==> src/rtl/ef_rq_pkg.sv <==
package ef_rq_pkg;
   // Default prediction taps, 12-bit signed, 8 fractional bits, tap 0 in LSBs:
   // P(z) = 2 - z^-1 gives a noise transfer function of (1 - z^-1)^2.
   localparam int unsigned DEF_COEF_W = 12;
   localparam int unsigned DEF_NTAPS  = 4;
   localparam logic [DEF_NTAPS*DEF_COEF_W-1:0] DEF_TAPS =
      {12'h000, 12'h000, 12'hF00, 12'h200};

   // Width of a sum of n terms of width w.
   function automatic int unsigned sum_width(input int unsigned w, input int unsigned n);
      return w + $clog2(n) + 1;
   endfunction
endpackage

==> src/rtl/ef_rq_history.sv <==
module ef_rq_history #(
   parameter int unsigned NTAPS = 4,
   parameter int unsigned ERR_W = 13
) (
   input  logic                              clk,
   input  logic                              rst,
   input  logic                              shift_en,
   input  logic signed [ERR_W-1:0]           err_in,
   output logic        [NTAPS-1:0][ERR_W-1:0] hist_out
);
   logic [NTAPS-1:0][ERR_W-1:0] stage_q;

   generate
      for (genvar s = 0; s < NTAPS; s++) begin : g_stage
         if (s == 0) begin : g_head
            always_ff @(posedge clk) begin
               if (rst)           stage_q[s] <= '0;
               else if (shift_en) stage_q[s] <= err_in;
            end
         end else begin : g_tail
            always_ff @(posedge clk) begin
               if (rst)           stage_q[s] <= '0;
               else if (shift_en) stage_q[s] <= stage_q[s-1];
            end
         end
      end
   endgenerate

   assign hist_out = stage_q;

   // the newest stored error is the one produced by the accepted sample
   a_r3_newest_error: assert property (@(posedge clk) disable iff (rst)
      shift_en |=> hist_out[0] == $past(err_in));

   // idle clocks leave the error history untouched
   a_r6_history_hold: assert property (@(posedge clk) disable iff (rst)
      !shift_en |=> $stable(hist_out));
endmodule

==> src/rtl/ef_rq_predictor.sv <==
module ef_rq_predictor #(
   parameter int unsigned NTAPS  = 4,
   parameter int unsigned ERR_W  = 13,
   parameter int unsigned COEF_W = 12,
   parameter int unsigned FRAC   = 8,
   parameter logic [NTAPS*COEF_W-1:0] TAPS = '0,
   parameter int unsigned ACC_W  = 20
) (
   input  logic                               clk,
   input  logic                               rst,
   input  logic        [NTAPS-1:0][ERR_W-1:0] hist_in,
   output logic signed [ACC_W-1:0]            corr_out
);
   localparam int unsigned PROD_W = ERR_W + COEF_W;
   localparam int unsigned TERM_W = PROD_W - FRAC;

   logic signed [ACC_W-1:0] term_ext [NTAPS];

   generate
      for (genvar t = 0; t < NTAPS; t++) begin : g_tap
         localparam logic signed [COEF_W-1:0] C = TAPS[t*COEF_W +: COEF_W];
         if (C == '0) begin : g_zero
            // A zero tap costs no multiplier.
            assign term_ext[t] = '0;
         end else begin : g_mul
            logic signed [PROD_W-1:0] prod;
            logic        [TERM_W-1:0] term;
            assign prod = C * $signed(hist_in[t]);
            // Dropping the fractional bits of a two's complement value is a floor.
            assign term = prod[PROD_W-1:FRAC];
            assign term_ext[t] = {{(ACC_W-TERM_W){term[TERM_W-1]}}, term};
         end
      end
   endgenerate

   always_comb begin
      corr_out = '0;
      for (int t = 0; t < NTAPS; t++) corr_out = corr_out + term_ext[t];
   end

   // with an empty history no correction is applied
   a_r3_zero_history: assert property (@(posedge clk) disable iff (rst)
      (hist_in == '0) |-> (corr_out == '0));
endmodule

==> src/rtl/ef_rq_quantizer.sv <==
module ef_rq_quantizer #(
   parameter int unsigned IN_W  = 16,
   parameter int unsigned OUT_W = 4,
   parameter int unsigned ACC_W = 20
) (
   input  logic signed [IN_W-1:0]        x_in,
   input  logic signed [ACC_W-1:0]       corr_in,
   output logic        [OUT_W-1:0]       code_out,
   output logic signed [IN_W-OUT_W:0]    err_out,
   output logic                          clip_out
);
   localparam int unsigned SHIFT = IN_W - OUT_W;
   localparam int unsigned SUM_W = ACC_W + 1;

   logic signed [SUM_W-1:0] diff;
   logic        [IN_W-1:0]  clamped;
   logic                    upper_same;

   assign diff = {{(SUM_W-IN_W){x_in[IN_W-1]}}, x_in} - {corr_in[ACC_W-1], corr_in};

   // The result fits IN_W bits when all bits from the top down to IN_W-1 agree.
   assign upper_same = (diff[SUM_W-1:IN_W-1] == '0) || (diff[SUM_W-1:IN_W-1] == '1);
   assign clip_out   = !upper_same;

   always_comb begin
      if (upper_same)            clamped = diff[IN_W-1:0];
      else if (diff[SUM_W-1])    clamped = {1'b1, {(IN_W-1){1'b0}}};
      else                       clamped = {1'b0, {(IN_W-1){1'b1}}};
   end

   assign code_out = clamped[IN_W-1:SHIFT];
   // Output scaled back minus quantizer input: minus the discarded low bits.
   assign err_out  = -$signed({1'b0, clamped[SHIFT-1:0]});
endmodule

==> src/rtl/ef_requantizer.sv <==
module ef_requantizer #(
   parameter int unsigned IN_W   = 16,
   parameter int unsigned OUT_W  = 4,
   parameter int unsigned NTAPS  = ef_rq_pkg::DEF_NTAPS,
   parameter int unsigned COEF_W = ef_rq_pkg::DEF_COEF_W,
   parameter int unsigned FRAC   = 8,
   parameter logic [NTAPS*COEF_W-1:0] TAPS = ef_rq_pkg::DEF_TAPS
) (
   input  logic             clk,
   input  logic             rst,
   input  logic             in_valid,
   input  logic [IN_W-1:0]  in_sample,
   output logic             out_valid,
   output logic [OUT_W-1:0] out_code
);
   localparam int unsigned SHIFT  = IN_W - OUT_W;
   localparam int unsigned ERR_W  = SHIFT + 1;
   localparam int unsigned TERM_W = ERR_W + COEF_W - FRAC;
   localparam int unsigned ACC_W  = ef_rq_pkg::sum_width(TERM_W, NTAPS);

   generate
      if (OUT_W < 2 || OUT_W >= IN_W) begin : g_bad_width
         $error("ef_requantizer: OUT_W must lie in [2, IN_W-1]");
      end
      if (NTAPS < 1) begin : g_bad_taps
         $error("ef_requantizer: NTAPS must be at least 1");
      end
      if (FRAC >= ERR_W + COEF_W) begin : g_bad_frac
         $error("ef_requantizer: FRAC too large for the product width");
      end
      if (ACC_W < IN_W) begin : g_bad_acc
         $error("ef_requantizer: accumulator narrower than the input");
      end
   endgenerate

   logic [NTAPS-1:0][ERR_W-1:0] hist;
   logic signed [ACC_W-1:0]     corr;
   logic        [OUT_W-1:0]     code_d;
   logic signed [ERR_W-1:0]     err_d;
   logic                        clip;
   logic                        valid_q;
   logic        [OUT_W-1:0]     code_q;

   ef_rq_history #(.NTAPS(NTAPS), .ERR_W(ERR_W)) hist_i (
      .clk(clk), .rst(rst), .shift_en(in_valid), .err_in(err_d), .hist_out(hist));

   ef_rq_predictor #(.NTAPS(NTAPS), .ERR_W(ERR_W), .COEF_W(COEF_W), .FRAC(FRAC),
                     .TAPS(TAPS), .ACC_W(ACC_W)) pred_i (
      .clk(clk), .rst(rst), .hist_in(hist), .corr_out(corr));

   ef_rq_quantizer #(.IN_W(IN_W), .OUT_W(OUT_W), .ACC_W(ACC_W)) quant_i (
      .x_in($signed(in_sample)), .corr_in(corr), .code_out(code_d),
      .err_out(err_d), .clip_out(clip));

   always_ff @(posedge clk) begin
      if (rst) begin
         valid_q <= 1'b0;
         code_q  <= '0;
      end else begin
         valid_q <= in_valid;
         if (in_valid) code_q <= code_d;
      end
   end

   assign out_valid = valid_q;
   assign out_code  = code_q;

   // a strobe in yields a strobe out one clock later, and only then
   a_r5_valid_follows: assert property (@(posedge clk) disable iff (rst)
      in_valid |=> out_valid);
   a_r5_idle_follows: assert property (@(posedge clk) disable iff (rst)
      !in_valid |=> !out_valid);

   // the output word holds across idle clocks
   a_r6_code_hold: assert property (@(posedge clk) disable iff (rst)
      !in_valid |=> $stable(out_code));

   // with no correction pending the word is the sample's upper bits
   a_r4_plain_truncate: assert property (@(posedge clk) disable iff (rst)
      (in_valid && corr == '0) |=> out_code == $past(in_sample[IN_W-1:SHIFT]));

   // a clipped sample lands on an extreme code of matching sign
   a_r7_clip_extreme: assert property (@(posedge clk) disable iff (rst)
      (in_valid && clip) |=> (out_code == {1'b0, {(OUT_W-1){1'b1}}}) ||
                             (out_code == {1'b1, {(OUT_W-1){1'b0}}}));
endmodule

==> config.mk <==
export PLATFORM = sky130hd
export DESIGN_NAME = ef_requantizer
export DESIGN_NICKNAME = d
export VERILOG_FILES = /design/src/rtl/ef_rq_pkg.sv /design/src/rtl/ef_rq_history.sv /design/src/rtl/ef_rq_predictor.sv /design/src/rtl/ef_rq_quantizer.sv /design/src/rtl/ef_requantizer.sv
export SDC_FILE = /design/constraint.sdc
export NUM_CORES = 1
export LEC_CHECK = 0
export ABC_AREA = 1
export BUFFER_PORTS_ARGS = -buffer_cell sky130_fd_sc_hd__clkbuf_2
export CORE_MARGIN = 2
export CORE_UTILIZATION = 65
export CTS_BUF_LIST = sky130_fd_sc_hd__clkbuf_16
export CTS_CLUSTER_SIZE = 8
export DETAILED_ROUTE_END_ITERATION = 8
export MAX_ROUTING_LAYER = met4
export PLACE_DENSITY = 0.84
export SLEW_MARGIN = 20
export SYNTH_ARGS = -nofsm -noshare
export SYNTH_HDL_FRONTEND = slang
export SYNTH_HIERARCHICAL = 1
export SYNTH_SLANG_ARGS = --single-unit
==> constraint.sdc <==
create_clock -name clk -period 9.6 [get_ports clk]
set_clock_uncertainty 0.1 [all_clocks]
set_input_delay 0.96 -clock clk [delete_from_list [all_inputs] [get_ports clk]]
set_output_delay 0.96 -clock clk [all_outputs]
set_load 0.01 [all_outputs]
# Word level (Yosys, flattened, before mapping)
# Index checks and enable logic that the tools add are counted.
[op_classes] addsub=4 eq_ne=1 mux=2 n_reduce_logical=2
[ops] op="16-bit 2-to-1 mux" n=2
[ops] op="16-bit by 18-bit subtractor with 19-bit output" n=1
[ops] op="14-bit by 17-bit adder with 18-bit output" n=1
[ops] op="13-bit negation with 17-bit output" n=1
[ops] op="12-bit negation with 13-bit output" n=1
[ops] op="6-bit == test (second input constant)" n=1
[ops] op="6-bit zero test" n=1
[ops] op="1-bit logical OR" n=1
[totals] regBits=31 in_bits=19 out_inout_bits=5 wordCells=13

# Depth between registers and ports, before layout
# Gate-level depths: netlist (run 1).
[logic_depth] ltp_word=7 depth_mapped=40 ltp_nobuf=39

# Modules after synthesis
# Netlist (run 1), hierarchy kept.
[by_module_without_submodules] module="ef_rq_history" instances=1 cells_each=330 area_each_um2=2149.6 seq_area_each_um2=1041.0
[by_module_without_submodules] module="ef_rq_quantizer" instances=1 cells_each=360 area_each_um2=1915.6 seq_area_each_um2=0.0
[by_module_without_submodules] module="ef_rq_predictor" instances=1 cells_each=182 area_each_um2=949.7 seq_area_each_um2=0.0
[by_module_without_submodules] module="ef_requantizer" instances=1 cells_each=29 area_each_um2=207.7 seq_area_each_um2=100.1

# Worst setup path before layout (run 1)
# OpenSTA, ideal clock, no wires.
[synth_path] kind="register to register" startpoint="register hist_i.stage_q, in the netlist hist_i/hist_out[13]" endpoint="register hist_i.stage_q, in the netlist hist_i/hist_out[8]" setup_time_ns=0.113 arrival_time_ns=3.954 required_time_ns=9.387 path_slack_ns=5.433 stages_incl_launch_ff=33 n_path_buf=2 synth_period_minus_slack_ns=4.167 cell_sequence="dfxtp_1 inv_1 fa_1 nand3_1 nand3_1 a21oi_2 xnor2_1 inv_1 ha_1 nand2_1 inv_1 a21oi_1 nand3_2 nand2_1 nand2_1 nand2_1 nand3_1 nor2_2 nand2_2 nand3_2 buf_8 buf_2 and2_1 ha_1 nand2_1 nor3_4 nand2_1 nand2_1 nand2_1 inv_1 nand2_1 nand2_1 nor2_1"
[synth_between] elab_chain_len=7 elab_cells_between_ends=9 cone_classes="add/sub (4); eq/ne (1); mux (2); reduce/logical (2)"
[synth_lines] element="start: declaration" line="ef_rq_history.sv:11" source="logic [NTAPS-1:0][ERR_W-1:0] stage_q;"
[synth_lines] element="start signal: indexed assignment" line="ef_rq_history.sv:23" source="else if (shift_en) stage_q[s] <= stage_q[s-1];"
[synth_lines] element="13-bit negation with 17-bit output (implied by the code) (*)" line="ef_rq_predictor.sv:28" source="assign prod = C * $signed(hist_in[t]);"
[synth_lines] element="14-bit by 17-bit adder with 18-bit output (*)" line="ef_rq_predictor.sv:38" source="for (int t = 0; t < NTAPS; t++) corr_out = corr_out + term_ext[t];"
[synth_lines] element="via corr[8]" line="ef_requantizer.sv:37" source="logic signed [ACC_W-1:0] corr;"
[synth_lines] element="16-bit by 18-bit subtractor with 19-bit output (*)" line="ef_rq_quantizer.sv:19" source="assign diff = {{(SUM_W-IN_W){x_in[IN_W-1]}}, x_in} - {corr_in[ACC_W-1], corr_in};"
[synth_lines] element="6-bit == test / 6-bit zero test (equally long branches)" line="ef_rq_quantizer.sv:22" source="assign upper_same = (diff[SUM_W-1:IN_W-1] == '0) || (diff[SUM_W-1:IN_W-1] == '1);"
[synth_lines] element="1-bit logical OR" line="ef_rq_quantizer.sv:22"
[synth_lines] element="16-bit 2-to-1 mux (*)" line="ef_rq_quantizer.sv:26" source="if (upper_same) clamped = diff[IN_W-1:0];"
[synth_lines] element="12-bit negation with 13-bit output (*)" line="ef_rq_quantizer.sv:33" source="assign err_out = -$signed({1'b0, clamped[SHIFT-1:0]});"
[synth_lines] element="via err_d[8]" line="ef_requantizer.sv:39" source="logic signed [ERR_W-1:0] err_d;"
# The timed path passes the listed nets; every way through them passes the cells marked *.
# A chain may end at the register's enable or synchronous reset.

# Worst setup path in the final report (run 1)
# Same ends and word-level chain as after synthesis.

==> results of run 1 <==
==> sequential cells by signal, indices dropped and copies added, names as in the netlist <==
register         count
hist_i/hist_out     26
out_code             4
out_valid            1
==> worst reg2reg max path, delay by kind of cell (launching register included) <==
family / cells / cell delay [ns]
buffers and inverters: 5 / 0.37
adders and majority gates: 3 / 1.04
xor gates and xnor gates: 1 / 0.18
AOI/OAI and AO/OA: 2 / 0.43
DFF: 1 / 0.36
and+or+nand+nor: 20 / 2.44
==> cells in the final DEF (no fill, tap or decap), types with 5 or more instances in the layout <==
master	instances
nand2_1	242
nor2_2	13
clkbuf_16	5
xor2_1	18
nor2_1	87
nand3_1	43
inv_2	5
a21oi_1	26
ha_1	34
nand4_1	11
nand3_2	6
xnor2_1	6
nand2_2	21
clkbuf_2	22
inv_1	142
o21ai_0	6
dfxtp_1	31
==> final timing paths <==
| kind | from | end | slack, ns | cells past startpoint |
|---|---|---|---|---|
| setup / recovery | hist_i/hist_out[13] | hist_i/hist_out[8] | 4.58 | 31 |
| setup reg to reg | hist_i/hist_out[13] | hist_i/hist_out[8] | 4.58 | 31 |
| hold reg to reg | hist_i/hist_out[24] | hist_i/hist_out[24] | 0.37 | 2 |
| hold / removal | hist_i/hist_out[24] | hist_i/hist_out[24] | 0.37 | 2 |
==> metrics by stage <==
stage | hold WS (ns) | cell area (sq um) | utilization [%] | instances
finish | 0.369 | 4360 | 69.1 | 827
global route | 0.383 | 4360 | 69.1 | 827
CTS | 0.371 | 4360 | 69.1 | 827
detailed placement | 0.364 | 4230 | 66.9 | 820
global placement | 0.358 | 4230 | 66.9 | 820
floorplan | 0.348 | 4200 | - | 742
==> area by class of cell <==
class / instances / area share (%)
sequential: 31 / 14.2
inverter: 148 / 12.7
clock buffer: 5 / 2.87
tap: 77 / 2.21
multi-input combinational: 541 / 65.1
timing repair buffer: 23 / 2.64
clock inverter: 2 / 0.201
==> routing by layer <==
| layer | routed length [um] | global-route usage [%] | up-vias |
|---|---|---|---|
| li1 | - | - | 2249 |
| met1 | 4510 | 37.3 | 1858 |
| met2 | 4410 | 46.8 | 128 |
| met4 | 189 | 7.65 | 0 |
| met5 | 0 | - | - |
| met3 | 524 | 4.03 | 14 |
==> flow_summary_export.csv, run 1 <==
group,metric,value,unit
routing,drc,0,
global_route,grt_max_degree,62,
layout,drive_gt1_share,11.2,%
placement,hpwlAfterDp,7750,um
routing,wire_per_inst,11.6,um
placement,routabilityCongestion,0.932,
sta,fmax,199,MHz
layout,seqCellArea,621,sq um
cts,cts_buffers,5,
global_route,grt_pass1_wl,16300,um
global_route,grt_pass1_vias,3699,
sta,fin_setup_tns,0,ns
layout,antenna_cells,0,
worst_setup_path,start_kind,"register",
routing,viasPerCell,5.14,
sta,setup_viol,0,
placement,portBuffers,23,
worst_setup_path,crit_fanout,21,
layout,area_growth,3.87,%
worst_setup_path,critPathCaptureType,"register",
layout,nets,805,
cts,clk_latency,0.28,ns
layout,multiInputGateArea,0.00284,sq mm
floorplan,die_h,84.4,um
sta,hold_viol,0,
global_route,grt_antenna_before_repair,0,
sta,maxSlewViolCount,0,
global_route,globalRouteTotalUtil,28.6,%
worst_setup_path,crit_slowest_cell,"fa_1",
outcome,status,"complete, no violations",
placement,dpl_worst_slack,4.68,ns
cts,clk_pin_slew,0.05,ns
logic_synthesis,netlist_area,0.00420,sq mm
cts,cts_resized,0,
cts,hold_buffers,0,
floorplan,die_w,84.4,um
cts,cts_tree,"built",
sta,post-route-period-util,52.3,%
cts,cts_buffer_depth,2,
routing,vias,4249,
worst_setup_path,critical_path_required,9.67,ns
worst_setup_path,critPathBufInv,5,
routing,first_iter_violations,295,
cts,cts-root-buf,"clkbuf_16",
floorplan,num_rows,29,
worst_setup_path,path_delay_family,"simple AND/OR/NAND/NOR gates",
floorplan,start_util,66.5,%
logic_synthesis,syn_avg_cell_area,5.66,sq um
cts,cts-htree-levels,2,
sta,fin_crit,5.02,ns
floorplan,die_area,0.00712,sq mm
worst_setup_path,max_stage_delay,0.49,ns
global_route,grt-ovfl-total,0,
flow_run,max_cap_viol_count,0,
logic_synthesis,ys_warn_count,6,
routing,antenna_left,0,
cts,cts_setup_buffers,0,
worst_hold_path,holdCritPathClass,"register to register",
routing,wirelength,9630,um
floorplan,core_area,0.00631,sq mm
sta,worstMarginPinSlew,1.04,ns
worst_setup_path,worstPathArrival,5.09,ns
sta,rsz0062_at_grt,"false",
layout,num-fill-cells,613,
sta,relSlewSlack,30.6,%
sta,worst_slack,4.58,ns
logic_synthesis,syn_nets,797,
floorplan,pin_count,24,
worst_setup_path,cp_common_cell,"nand2_1",
cts,cts.sinks,31,
routing,firstDrtPassIters,5,
worst_setup_path,critPathKind,"register to register",
logic_synthesis,netlist_instances,742,
Power of run 1 is not shown: default switching activity piles up to over one toggle a cycle in this logic, so the estimate is an artifact.
==> inputs of run 2 (changes only) <==
--- a/config.mk
+++ b/config.mk
@@ -8,12 +8,12 @@
 export ABC_AREA = 1
 export BUFFER_PORTS_ARGS = -buffer_cell sky130_fd_sc_hd__clkbuf_2
 export CORE_MARGIN = 2
-export CORE_UTILIZATION = 65
+export CORE_UTILIZATION = 58
 export CTS_BUF_LIST = sky130_fd_sc_hd__clkbuf_16
 export CTS_CLUSTER_SIZE = 8
 export DETAILED_ROUTE_END_ITERATION = 8
 export MAX_ROUTING_LAYER = met4
-export PLACE_DENSITY = 0.84
+export PLACE_DENSITY = 0.79
 export SLEW_MARGIN = 20
 export SYNTH_ARGS = -nofsm -noshare
 export SYNTH_HDL_FRONTEND = slang
==> constraint.sdc (replaced) <==
create_clock -name clk -period 4.2 [get_ports clk]
set_clock_uncertainty 0.1 [all_clocks]
set_input_delay 0.42 -clock clk [delete_from_list [all_inputs] [get_ports clk]]
set_output_delay 0.42 -clock clk [all_outputs]
set_load 0.01 [all_outputs]
==> run 2 against run 1 <==
Non-clock buffer count is 89 higher. The run now ends with setup timing left. First-iteration DRC count is 71% higher. Hold slack worse by 0.13 ns.
==> flow_summary_export.csv, run 2 (synthesized netlist as in run 1, its figures left out) <==
group,metric,value,unit
global_route,grt_pass1_wl,19800,um
routing,wirelength,16400,um
floorplan,num_rows,31,
worst_hold_path,holdCritPathClass,"input pin to register",
routing,vias,5431,
worst_setup_path,max_stage_delay,0.33,ns
cts,cts_tree,"built",
routing,drc,0,
sta,hold_viol,0,
cts,clk_pin_slew,0.05,ns
worst_setup_path,crit_fanout,6,
sta,maxSlewViolCount,0,
global_route,grt-ovfl-total,0,
floorplan,start_util,58.8,%
layout,stdcell_area,0.00606,sq mm
floorplan,die_h,89.1,um
floorplan,die_w,89.1,um
placement,hpwlAfterDp,8690,um
layout,nets,894,
layout,num-fill-cells,395,
layout,area_growth,44.4,%
worst_setup_path,crit_slowest_cell,"dfxtp_2",
sta,fin_hold_ws,0.235,ns
cts,cts-root-buf,"clkbuf_16",
worst_setup_path,start_kind,"register",
flow_run,max_cap_viol_count,0,
layout,seqCellArea,637,sq um
sta,relSlewSlack,25.2,%
sta,rsz0062_at_grt,"true",
worst_setup_path,critPathKind,"register to register",
worst_setup_path,critPathCaptureType,"register",
layout,drive_gt1_share,41.4,%
cts,cts_buffer_depth,2,
sta,fin_crit,4.51,ns
global_route,globalRouteTotalUtil,32.6,%
routing,first_iter_violations,505,
cts,cts-htree-levels,2,
floorplan,pin_count,24,
worst_setup_path,worstPathArrival,4.58,ns
routing,wire_per_inst,17.5,um
global_route,grt_max_degree,62,
cts,clk_latency,0.29,ns
routing,antenna_left,0,
placement,portBuffers,23,
layout,antenna_cells,0,
worst_setup_path,cp_common_cell,"nand2_1",
outcome,status,"finished, violations left",
sta,setup_viol,11,
placement,routabilityCongestion,0.934,
global_route,grt_pass1_vias,4564,
worst_setup_path,critical_path_required,4.27,ns
layout,final_common_cell,"nand2_1",
placement,dp_cells,909,
sta,worstMarginPinSlew,1.12,ns
sta,post-route-period-util,107,%
routing,firstDrtPassIters,7,
floorplan,core_area,0.00714,sq mm
layout,final_cell_count_no_fill,939,
layout,multiInputGateArea,0.00380,sq mm
sta,worst_slack,-0.313,ns
placement,dpl_cell_area,0.00476,sq mm
sta,fmax,222,MHz
outcome,violations,"setup timing",
cts,hold_buffers,0,
layout,largest_register_ffs,26,
routing,viasPerCell,5.78,
global_route,grt_antenna_before_repair,0,
layout,layout_common_cells,"nand2_1 (185), inv_1 (126), buf_4 (84), nor2_1 (69), nand2_2 (59)",
cts,cts_buffers,5,
cts,cts.sinks,31,
floorplan,die_area,0.00793,sq mm
[run 2: cell count changes in the layout (fill, tap and decap cells not counted), sizes merged]
cell and change:
inv +2, clkinv -1, buf +89
[run 2: layer usage]
layer | track usage [%] | part of all wire (%) | vias up
li1 | - | - | 2424
met1 | 36.9 | 37 | 2501
met2 | 57.5 | 48 | 372
met3 | 4.16 | 8.5 | 134
met4 | 13.8 | 7.5 | 0
met5 | - | 0 | -
[run 2: what timing repair did]
item / 4_1_cts / 5_1_grt
setup buffers: 6 / 17
hold endpoints to repair: 0 / 0
resized for setup: 87 / 141
endpoints found under the setup margin: 12 / 12
pin swaps: 33 / 92
[run 2: final timing paths]
path	from	end	slack (ns)	cells after the start
min reg2reg	hist_i/hist_out[24]	hist_i/hist_out[24]	0.37	2
max	hist_i/hist_out[16]	hist_i/hist_out[8]	-0.31	35
max reg2reg	hist_i/hist_out[16]	hist_i/hist_out[8]	-0.31	35
min	rst	out_valid	0.23	2
[run 2: cell type report]
type	instances	share of cell area (%)
Multi-Input combinational cell	541	62.7
Timing Repair Buffer	112	13.2
Clock inverter	3	0.206
Inverter	148	9.29
Tap cell	99	2.04
Sequential cell	31	10.5
Clock buffer	5	2.06
[run 2: critical path: cells and delay by family (launching register included)]
kind            cells  cell delay (ns)
simple gates       26             2.68
fa+ha+maj           3             0.72
buf+inv             5             0.38
flops               1             0.33
compound gates      1             0.18
[run 2: through the flow]
stage | setup slack [ns] | setup TNS (ns) | utilization, %
finish | -0.313 | -2.58 | 85.0
global route | -0.469 | -4.19 | 85.0
CTS | 0.00254 | 0 | 76.6
detailed placement | -0.375 | -2.84 | 66.7
global placement | -0.238 | -1.62 | 66.7
floorplan | 0.0590 | 0 | -
Power of run 2 is left out for the same reason.
